File: config.mk
export PLATFORM = sky130hd
export DESIGN_NAME = bcyc_ctrl
export DESIGN_NICKNAME = d
export VERILOG_FILES = /design/src/rtl/bcyc_pkg.sv /design/src/rtl/bcyc_tmo.sv /design/src/rtl/bcyc_seq.sv /design/src/rtl/bcyc_ctrl.sv
export SDC_FILE = /design/constraint.sdc
export NUM_CORES = 1
export LEC_CHECK = 0
export CAP_MARGIN = 10
export CORE_UTILIZATION = 58
export DETAILED_ROUTE_END_ITERATION = 8
export GPL_TIMING_DRIVEN = 0
export PLACE_DENSITY = 0.92
export SLEW_MARGIN = 30
export SYNTH_ARGS = -nofsm -noshare
export SYNTH_HDL_FRONTEND = slang
export SYNTH_SLANG_ARGS = --single-unit
export TNS_END_PERCENT = 10
File: constraint.sdc
create_clock -name clk -period 4.5 [get_ports clk]
set_input_delay 0.9 -clock clk [delete_from_list [all_inputs] [get_ports clk]]
set_output_delay 0.9 -clock clk [all_outputs]
set_load 0.01 [all_outputs]
File: src/rtl/bcyc_pkg.sv
package bcyc_pkg;
  typedef enum logic [1:0] {
    ST_IDLE = 2'd0,
    ST_BASE = 2'd1,
    ST_SOFT = 2'd2,
    ST_HARD = 2'd3
  } bcyc_st_e;

  typedef enum logic [1:0] {
    FLT_NONE   = 2'd0,
    FLT_PARAM  = 2'd1,
    FLT_RESULT = 2'd2,
    FLT_DATA   = 2'd3
  } bcyc_flt_e;

  function automatic bcyc_flt_e tag_to_flt(input logic [1:0] tag);
    case (tag)
      2'b00:   return FLT_PARAM;
      2'b01:   return FLT_RESULT;
      default: return FLT_DATA;
    endcase
  endfunction
endpackage

File: src/rtl/bcyc_tmo.sv
module bcyc_tmo #(
  parameter int TMO_CLKS = 512
) (
  input  logic clk,
  input  logic rst_n,
  input  logic clr,
  input  logic step,
  output logic expire
);
  localparam int TW = (TMO_CLKS > 1) ? $clog2(TMO_CLKS) : 1;
  localparam logic [TW-1:0] LAST = TW'(TMO_CLKS - 1);

  logic [TW-1:0] cnt;

  assign expire = step && (cnt == LAST);

  always_ff @(posedge clk) begin
    if (!rst_n)     cnt <= '0;
    else if (clr)   cnt <= '0;
    else if (step && cnt != LAST) cnt <= cnt + 1'b1;
  end


  clr_zero_chk: assert property (@(posedge clk) disable iff (!rst_n)
    clr |=> (cnt == '0));
endmodule

File: src/rtl/bcyc_seq.sv
module bcyc_seq
  import bcyc_pkg::*;
#(
  parameter int BASE_CLKS = 4,
  parameter int WS_W      = 2
) (
  input  logic            clk,
  input  logic            rst_n,
  input  logic            req_valid,
  input  logic [WS_W-1:0] ws_sel,
  input  logic            tmo_off,
  input  logic [1:0]      phase_tag,
  input  logic            rdy_in,
  input  logic            expire,
  output logic            req_ready,
  output logic            accept,
  output logic            tmo_step,
  output logic            cyc_done,
  output logic            cyc_abort,
  output logic [1:0]      flt_code
);
  localparam int BW = (BASE_CLKS > 2) ? $clog2(BASE_CLKS) : 1;
  localparam logic [BW-1:0] BASE_LAST = BW'(BASE_CLKS - 2);

  bcyc_st_e        st;
  logic [BW-1:0]   bcnt;
  logic [WS_W-1:0] ws_q;
  logic [WS_W-1:0] scnt;
  logic            armed;
  bcyc_flt_e       kind_q;
  bcyc_flt_e       flt_q;

  assign req_ready = (st == ST_IDLE);
  assign accept    = req_valid && req_ready;
  assign tmo_step  = (st == ST_HARD) && !rdy_in && armed;
  assign flt_code  = flt_q;

  always_ff @(posedge clk) begin
    if (!rst_n) begin
      st        <= ST_IDLE;
      bcnt      <= '0;
      ws_q      <= '0;
      scnt      <= '0;
      armed     <= 1'b0;
      kind_q    <= FLT_NONE;
      flt_q     <= FLT_NONE;
      cyc_done  <= 1'b0;
      cyc_abort <= 1'b0;
    end else begin
      cyc_done  <= 1'b0;
      cyc_abort <= 1'b0;
      case (st)
        ST_IDLE: if (accept) begin
          st     <= ST_BASE;
          bcnt   <= '0;
          ws_q   <= ws_sel;
          armed  <= !tmo_off;
          kind_q <= tag_to_flt(phase_tag);
        end
        ST_BASE: begin
          if (bcnt == BASE_LAST) begin
            if (ws_q != '0) begin
              st   <= ST_SOFT;
              scnt <= ws_q - 1'b1;
            end else begin
              st <= ST_HARD;
            end
          end else begin
            bcnt <= bcnt + 1'b1;
          end
        end
        ST_SOFT: begin
          if (scnt == '0) st <= ST_HARD;
          else            scnt <= scnt - 1'b1;
        end
        ST_HARD: begin
          if (rdy_in) begin
            cyc_done <= 1'b1;
            st       <= ST_IDLE;
          end else if (expire) begin
            cyc_abort <= 1'b1;
            flt_q     <= kind_q;
            st        <= ST_IDLE;
          end
        end
        default: st <= ST_IDLE;
      endcase
    end
  end


  pulse_excl_chk: assert property (@(posedge clk) disable iff (!rst_n)
    !(cyc_done && cyc_abort));

  done_rdy_chk: assert property (@(posedge clk) disable iff (!rst_n)
    cyc_done |-> $past(rdy_in));

  abort_low_chk: assert property (@(posedge clk) disable iff (!rst_n)
    cyc_abort |-> !$past(rdy_in));

  abort_armed_chk: assert property (@(posedge clk) disable iff (!rst_n)
    cyc_abort |-> $past(armed));

  flt_hold_chk: assert property (@(posedge clk) disable iff (!rst_n)
    !cyc_abort |-> $stable(flt_code));

  busy_block_chk: assert property (@(posedge clk) disable iff (!rst_n)
    accept |=> !req_ready);
endmodule

File: src/rtl/bcyc_ctrl.sv
module bcyc_ctrl #(
  parameter int BASE_CLKS = 4,
  parameter int WS_W      = 2,
  parameter int TMO_CLKS  = 512
) (
  input  logic            clk,
  input  logic            rst_n,
  input  logic            req_valid,
  output logic            req_ready,
  input  logic [WS_W-1:0] ws_sel,
  input  logic            tmo_off,
  input  logic [1:0]      phase_tag,
  input  logic            rdy_in,
  output logic            cyc_done,
  output logic            cyc_abort,
  output logic [1:0]      flt_code
);
  logic accept;
  logic tmo_step;
  logic expire;

  bcyc_seq #(.BASE_CLKS(BASE_CLKS), .WS_W(WS_W)) u_seq (
    .clk(clk), .rst_n(rst_n), .req_valid(req_valid), .ws_sel(ws_sel),
    .tmo_off(tmo_off), .phase_tag(phase_tag), .rdy_in(rdy_in),
    .expire(expire), .req_ready(req_ready), .accept(accept),
    .tmo_step(tmo_step), .cyc_done(cyc_done), .cyc_abort(cyc_abort),
    .flt_code(flt_code)
  );

  bcyc_tmo #(.TMO_CLKS(TMO_CLKS)) u_tmo (
    .clk(clk), .rst_n(rst_n), .clr(accept), .step(tmo_step), .expire(expire)
  );


  rst_idle_chk: assert property (@(posedge clk)
    !rst_n |=> (req_ready && !cyc_done && !cyc_abort));
endmodule

**Yosys cells after proc, flatten, opt, wreduce, memory -nomap -nowiden**

Cells that the tools add are included.

- Logic and storage cells: 69
- Bits in registers: 24

- Add/sub/neg operators: 4
- Bitwise gates (word level): 3
- Equality and inequality tests: 14
- Multiplexer cells: 17
- Reductions and logical operators: 21

Operators with widths:

| kind | number |
|---|---|
| $mux W2 | 10 |
| $pmux W2 S2 | 3 |
| $add A9 B1 Y9 const B | 1 |
| $eq A9 B9 Y1 const B | 1 |
| $ne A9 B9 Y1 const B | 1 |
| $pmux W2 S4 | 1 |
| $reduce_and A4 Y1 | 2 |
| $eq A2 B2 Y1 const B | 3 |
| $logic_not A2 Y1 | 3 |
| $ne A2 B1 Y1 const B | 3 |
| $ne A2 B2 Y1 const B | 3 |
| $reduce_and A3 Y1 | 2 |
| $reduce_bool A2 Y1 | 3 |
| $logic_and A1 B1 Y1 | 5 |
| $eq A2 B1 Y1 const B | 2 |
| $reduce_and A2 Y1 | 2 |
| $sub A2 B1 Y2 const B | 2 |
| $mux W1 | 3 |
| $ne A3 B3 Y1 const B | 1 |
| $not A1 Y1 | 3 |
| $reduce_or A3 Y1 | 1 |
| $add A2 B1 Y2 const B | 1 |
| $logic_not A1 Y1 | 2 |
| $reduce_or A2 Y1 | 1 |

**Logic depth before layout (Yosys ltp)**

Gate-level depths: netlist of the first run.

- Word-level depth: 7
- Mapped depth: 9
- Gate-level depth less buffers: 8

**Cells and area by module**

A second synthesis of the first run with hierarchy kept.

- Cell total of the unflattened synthesis: 136
- Area, all modules: 1,217.4 um2

Modules (own cells, without submodules):

| module | cells each | area each (um2) | times used | seq. area each (um2) |
|---|---|---|---|---|
| bcyc_seq | 88 | 785.8 | 1 | 300.3 |
| bcyc_tmo | 48 | 431.7 | 1 | 180.2 |

**Worst setup path after synthesis of the first run**

Ideal clock, no wire load.

- Kind: register -> register
- Start point: reg u_tmo.cnt[0]
- End point: reg u_tmo.cnt[4]
- Period minus slack after synthesis: 1.866 ns
- Library setup time: 0.123 ns
- Cell stages (with the launch flop): 10
- Arrival time: 1.744 ns
- Setup slack: 2.634 ns
- Cells stage by stage: dfxtp_1 > ha_1 > and3_1 > and3_1 > ha_1 > and4bb_1 > buf_6 > nand4_1 > xor2_1 > nor2_1

- Word-level cells in the longest chain between the ends: 2
- Elaborated cells between the ends (all ways): 3
- Those cells by class: 1 x add/sub; 1 x eq/ne; 1 x reduce/logical

RTL lines:

| element | RTL line | text |
|---|---|---|
| start: declaration | bcyc_tmo.sv:13 | `logic [TW-1:0] cnt;` |
| start signal: assignment | bcyc_tmo.sv:20 | `else if (step && cnt != LAST) cnt <= cnt + 1'b1;` |
| branches (longest 2 deep; another with $add A9 B1 Y9) | -- |  |

Several ways; the timed one is not identified.
A chain may end at the register's enable or synchronous reset.

**Final worst setup path of the first run**

- Start point: reg u_seq.st[0]
- End point: out req_ready

- Word-level cells in the longest chain between the ends: 1

RTL lines:

| element | RTL line | text |
|---|---|---|
| start: declaration | bcyc_seq.sv:25 | `bcyc_st_e st;` |
| start signal: assignment | bcyc_seq.sv:40 | `st <= ST_IDLE;` |
| start signal: assignment | bcyc_seq.sv:54 | `st <= ST_BASE;` |
| start signal: assignment | bcyc_seq.sv:63 | `st <= ST_SOFT;` |
| $logic_not A2 Y1 | bcyc_seq.sv:33 | `assign req_ready = (st == ST_IDLE);` |
| end: declaration | bcyc_ctrl.sv:9 | `output logic req_ready,` |

Every way passes these cells.

==> summary.txt, run 1 <==
f_max: 392 MHz
yosys warns: 0
worst IR drop on VDD: 0.335 mV
TritonCTS clock tree: yes
vias per cell: 5.35
Total GRT Usage: 22.3%
Slew Limit Headroom: 68.8%
RSZ-0062 raised after global routing: no
WHS: 0.490 ns
EDFF count, synth: 0
routability cong.: 0.774
post-detail-place hpwl: 1690 µm
input/output buffers: 13
Max Transition Viols Final: 0
Setup TNS Final: 0 ns
Critical Setup Path Class: flip-flop to primary output
CP Data Arrival Time: 1.65 ns
Pleak: 0.580 nW
Distinct cells, synth: 37
die width: 47.7 µm
global-route wire length before repair: 3460 µm
register bit total from synthesis: 24
Max Clock Skew: 0.00454 ns
ys async rst share: 0%
htree depth: 1
# resized after CTS: 0
slowest CP cell: clkdlybuf4s50_1
min Tclk post-route: 2.55 ns
CORE AREA: 1960 µm²
crit-path leading delay family: buffers and inverters
critical path peak fanout: 6
vias in the first global route: 872
Routed WL: 2240 µm
Mapped Nets: 155
worst reg-to-reg path cell count: 9
multi-input logic area: 686 µm²
Post-CTS Setup Repair Bufs: 0
Routed WL per cell: 12.3 µm
Area contributors post-synth: dfxtp_1 40%, ha_1 8.3%, nand2_1 6.2%
PD cells: 437 nW/µm²
DP Worst Slack: 2.23 ns
antenna viol nets, final: 0
reg2reg setup slack: 2.45 ns
max cap viols: 0
CP bufs+invs: 2
Final Hold Fails: 0
HP Class: flip-flop to flip-flop
CP startpoint kind: flip-flop
clk sink count: 24
# IOs: 14
DRC viols: 0
largest net degree at the start of global routing: 14
initial antenna violation count: 0
via count: 974
CP Depth: 3
Pre-Repair DR Iteration Count: 4
clk slew on worst S/H paths: 0.13 ns
FF+latch area: 480 µm²
ANT cells: 0
Hold-fix buffers, CTS: 0
critical path, cell by cell: inv_1 > ha_1 > clkdlybuf4s50_1
mapped cell area: 1210 µm²
worst path required time: 3.60 ns
most used standard cell by instance count after synthesis: dfxtp_1
Hold Path Depth: 2
clock tree buffer depth: 2
nets: 173
Core Rows: 16
Mapped Cells: 138
Seq/Total Area, Yosys: 39.8%
worst-margin pin slew: 0.468 ns
total clock buffers created by CTS: 3
DIE AREA: 2270 µm²
setup ws final: 1.95 ns
syn_area_per_cell: 8.76 µm²
Die Height: 47.7 µm
top cell type's share of synthesized area: 39.8%
share of cells above drive strength 1: 9.03%
clk_lat worst skew: 0.31 ns
status: completed
most instantiated cells after synthesis: 24 x dfxtp_1, 20 x nand2_1, 18 x nor2_1
Final setup viols: 0
gr ovfl total: 0
cell accounting for the most synthesized area: dfxtp_1
fin crit share: 56.7%
CP peak stage delay: 0.50 ns
endpoint class of the critical path: primary output
Area growth, synth to finish: 16.6%
fillcell total: 166
initial DRC count: 17
clock root buffer: clkbuf_4
ys flop type: dfxtp_1
Starting Density: 61.6%
## path summary, 6_finish.rpt
path	from	end
worst min register to register	u_seq.bcnt[0]	u_seq.bcnt[0]
worst max-delay path	u_seq.st[0]	req_ready
worst min-delay path	u_seq.bcnt[0]	u_seq.bcnt[0]
worst max register to register	u_tmo.cnt[0]	u_tmo.cnt[5]
## cell usage in the layout (no fill, tap or decap), types with 2 or more instances in the layout
master,n
nand4_1,4
nor2_1,18
ha_1,8
nor3_1,4
o21ai_0,3
nand2_1,20
dfxtp_1,24
a21oi_1,6
xor2_1,8
nor3b_1,2
clkbuf_1,2
a211oi_1,3
inv_1,4
mux2i_1,5
and3_1,5
clkbuf_4,3
clkdlybuf4s50_1,13
## layout make-up
type / instances / area share, %
tap: 27 / 2.40
timing repair buffer: 13 / 9.24
buffer: 4 / 1.69
inverter: 5 / 1.33
multi-input combinational: 105 / 48.7
sequential: 24 / 34.1
clock buffer: 4 / 2.58
## cells by family (layout without fill, tap and decap cells)
family	Yosys count	in the layout	synth area share, %
AND/OR/NAND/NOR	61	61	25.4
adder cells (fa/ha/maj)	8	8	8.28
XOR/XNOR	9	9	6.52
AO/OA/AOI/OAI	22	22	12.4
multiplexers	5	5	4.14
flip-flops	24	24	39.8
buffers and inverters	9	26	3.52
## registers in the layout, indices dropped and copies added, names as in the netlist
signal,flops
u_seq.armed,1
u_seq.bcnt,2
u_seq.cyc_abort,1
u_seq.cyc_done,1
u_seq.flt_code,2
u_seq.kind_q,2
u_seq.scnt,2
u_seq.st,2
u_seq.ws_q,2
u_tmo.cnt,9
## tightest hold or removal path, cell delays in order (launching register included)
cell and delay, ns:
dfxtp_1 0.34, nand2_1 0.06, a21oi_1 0.06
## per-stage QoR
stage | cells | utilization, % | area [µm²] | power, mW
3_5_place_dp | 178 | 70.0 | 1370 | 0.507
3_3_place_gp | 178 | 70.0 | 1370 | 0.492
4_1_cts | 182 | 71.8 | 1410 | 0.617
2_1_floorplan | 138 | - | 1210 | 0.444
5_1_grt | 182 | 71.8 | 1410 | 0.657
6_report | 182 | 71.8 | 1410 | 0.615
## power by group
part	switching, mW	internal (mW)	total [mW]
Combinational	0.127	0.105	0.232
Clock	0.0628	0.0495	0.112
Sequential	0.0301	0.240	0.271
Total	0.220	0.395	0.615
## routing by layer
| layer | up-vias | track usage (%) | routed length (µm) |
|---|---|---|---|
| met4 | 0 | 11.7 | 44 |
| met2 | 14 | 39.5 | 1110 |
| met1 | 447 | 24.9 | 1030 |
| met3 | 5 | 4.91 | 51 |
| li1 | 508 | - | - |
| met5 | - | 0 | 0 |
Power figures use the tool's default switching activity.
==> run 2: changes to the inputs <==
- CORE_UTILIZATION: 58 -> 49
- PLACE_DENSITY: 0.92 -> 0.84
- clock period: 4.5 -> 2.2 ns (I/O delays scaled with it)
==> summary.txt, run 2 (synthesis gave the netlist of run 1 again) <==
total clock buffers created by CTS: 3 (unchanged)
Reg with most FFs: u_tmo.cnt (unchanged)
die width: 51.7 µm (was 47.7 µm)
worst path required time: 1.76 ns (was 3.60 ns)
routability cong.: 0.845 (was 0.774)
Final setup viols: 0 (unchanged)
initial antenna violation count: 0 (unchanged)
Setup crit start: u_seq.st[1] (was u_seq.st[0])
min Tclk post-route: 2.05 ns
Max Transition Viols Final: 0 (unchanged)
fin util: 62.8% (was 71.8%)
max reg flops: 9 (unchanged)
nets: 173 (unchanged)
critical path peak fanout: 5 (was 6)
fin crit share: 93.4%
WHS: 0.493 ns (was 0.490 ns)
Area growth, synth to finish: 18.2% (was 16.6%)
clock root buffer: clkbuf_4 (unchanged)
Routed WL per cell: 12.5 µm (was 12.3 µm)
worst-margin pin slew: 0.422 ns (was 0.468 ns)
endpoint class of the critical path: primary output (unchanged)
vias in the first global route: 997 (was 872)
Critical Setup Path Class: flip-flop to primary output (unchanged)
PD cells: 951 nW/µm² (was 437 nW/µm²)
CP bufs+invs: 2 (unchanged)
reg2reg setup slack: 0.19 ns (was 2.45 ns)
CP startpoint kind: flip-flop (unchanged)
antenna viol nets, final: 0 (unchanged)
f_max: 487 MHz
ANT cells: 0 (unchanged)
CORE AREA: 2280 µm² (was 1960 µm²)
hold_sp: u_seq.bcnt[0] (unchanged)
gr ovfl total: 0 (unchanged)
placement-stage cell area: 1370 µm² (about the same)
clk slew on worst S/H paths: 0.14 ns (was 0.13 ns)
CP peak stage delay: 0.55 ns (was 0.50 ns)
Die Height: 51.7 µm (was 47.7 µm)
Critical R2R Launch: u_tmo.cnt[0] (unchanged)
most frequent cells in the layout: 24 x dfxtp_1, 20 x nand2_1, 18 x nor2_1 (unchanged)
Post-CTS Setup Repair Bufs: 0 (unchanged)
Final Hold Fails: 0 (unchanged)
input/output buffers: 13 (unchanged)
Max Clock Skew: 0.00573 ns (was 0.00454 ns)
Total GRT Usage: 20.8% (was 22.3%)
design area: 1430 µm² (was 1410 µm²)
RSZ-0062 raised after global routing: no (unchanged)
largest net degree at the start of global routing: 15 (was 14)
Pre-Repair DR Iteration Count: 4 (unchanged)
Routed WL: 2290 µm (was 2240 µm)
share of cells above drive strength 1: 9.68% (was 9.03%)
global-route wire length before repair: 4140 µm (was 3460 µm)
clk sink count: 24 (unchanged)
max cap viols: 0 (unchanged)
Hold-fix buffers, CTS: 0 (unchanged)
DRC viols: 0 (unchanged)
clk_lat worst skew: 0.32 ns (was 0.31 ns)
status: completed (unchanged)
HP Class: flip-flop to flip-flop (unchanged)
most common cell after layout, fill and taps aside: dfxtp_1 (unchanged)
vias per cell: 5.40 (was 5.35)
via count: 988 (was 974)
htree depth: 1 (unchanged)
CP Data Arrival Time: 1.61 ns (was 1.65 ns)
worst IR drop on VDD: 0.540 mV (was 0.335 mV)
initial DRC count: 17 (unchanged)
crit-path leading delay family: buffers and inverters (unchanged)
slowest CP cell: clkdlybuf4s50_1 (unchanged)
TritonCTS clock tree: yes (unchanged)
Setup TNS Final: 0 ns (unchanged)
Slew Limit Headroom: 71.9% (was 68.8%)
Core Rows: 17 (was 16)
Starting Density: 53.1% (was 61.6%)
clock tree buffer depth: 2 (unchanged)
DIE AREA: 2670 µm² (was 2270 µm²)
# IOs: 14 (unchanged)
post-detail-place hpwl: 1640 µm (was 1690 µm)
critical path, cell by cell: inv_1 > ha_2 > clkdlybuf4s50_1 (was inv_1 > ha_1 > clkdlybuf4s50_1)
Pleak: 0.585 nW (was 0.580 nW)
run 2: power breakdown:
part | switching [mW] | internal, mW | leakage, nW
Clock | 0.135 | 0.184 | 0.0279
Combinational | 0.268 | 0.220 | 0.362
Sequential | 0.0601 | 0.492 | 0.195
Total | 0.463 | 0.896 | 0.585
run 2: timing repair:
action	4_1_cts	5_1_grt
resized for setup	0	1
hold endpoints to repair	0	0
setup endpoints to repair	0	1
run 2: final cells by class:
| type | count | area, µm² |
|---|---|---|
| fillers | 193 | 847 |
| multi-input cells | 105 | 688 |
| flip-flops and latches | 24 | 480 |
| repair buffers | 13 | 130 |
| well taps | 28 | 35.0 |
| clock inverters | 1 | 30.0 |
| plain buffers | 4 | 23.8 |
| clock buffers | 3 | 22.5 |
| inverters | 5 | 18.8 |
run 2: through the flow:
stage,std cells,total power [mW],worst slack (ns)
after global routing,183,1.46,0.0567
after CTS,183,1.36,0.0896
after global placement,179,1.01,0.245
final,183,1.36,0.145
after floorplan,138,0.909,0.334
after detailed placement,179,1.04,0.204
run 2: path summary, 6_finish.rpt:
check             endpoint  cells past startpoint
max              req_ready                      3
min          u_seq.bcnt[0]                      2
max reg2reg   u_tmo.cnt[4]                      9
min reg2reg  u_seq.bcnt[0]                      2
run 2: layer usage:
layer  GRT usage (%)  vias to the layer above  routed length [µm]  part of all wire, %
li1                -                      513                   -                    -
met5               0                        -                   0                    0
met3            3.80                        4                  82                  3.6
met4            7.21                        0                  24                  1.0
met1            25.0                      453                1120                   49
met2            36.6                       18                1060                   47
run 2: worst reg2reg max path, cell delays in order, from the launching register on:
cell and delay, ns:
dfxtp_1 0.35, ha_1 0.24, and3_1 0.18, and3_1 0.17, ha_1 0.22, and4bb_1 0.28, buf_6 0.14, nand4_1 0.12
xor2_1 0.16, nor2_1 0.05
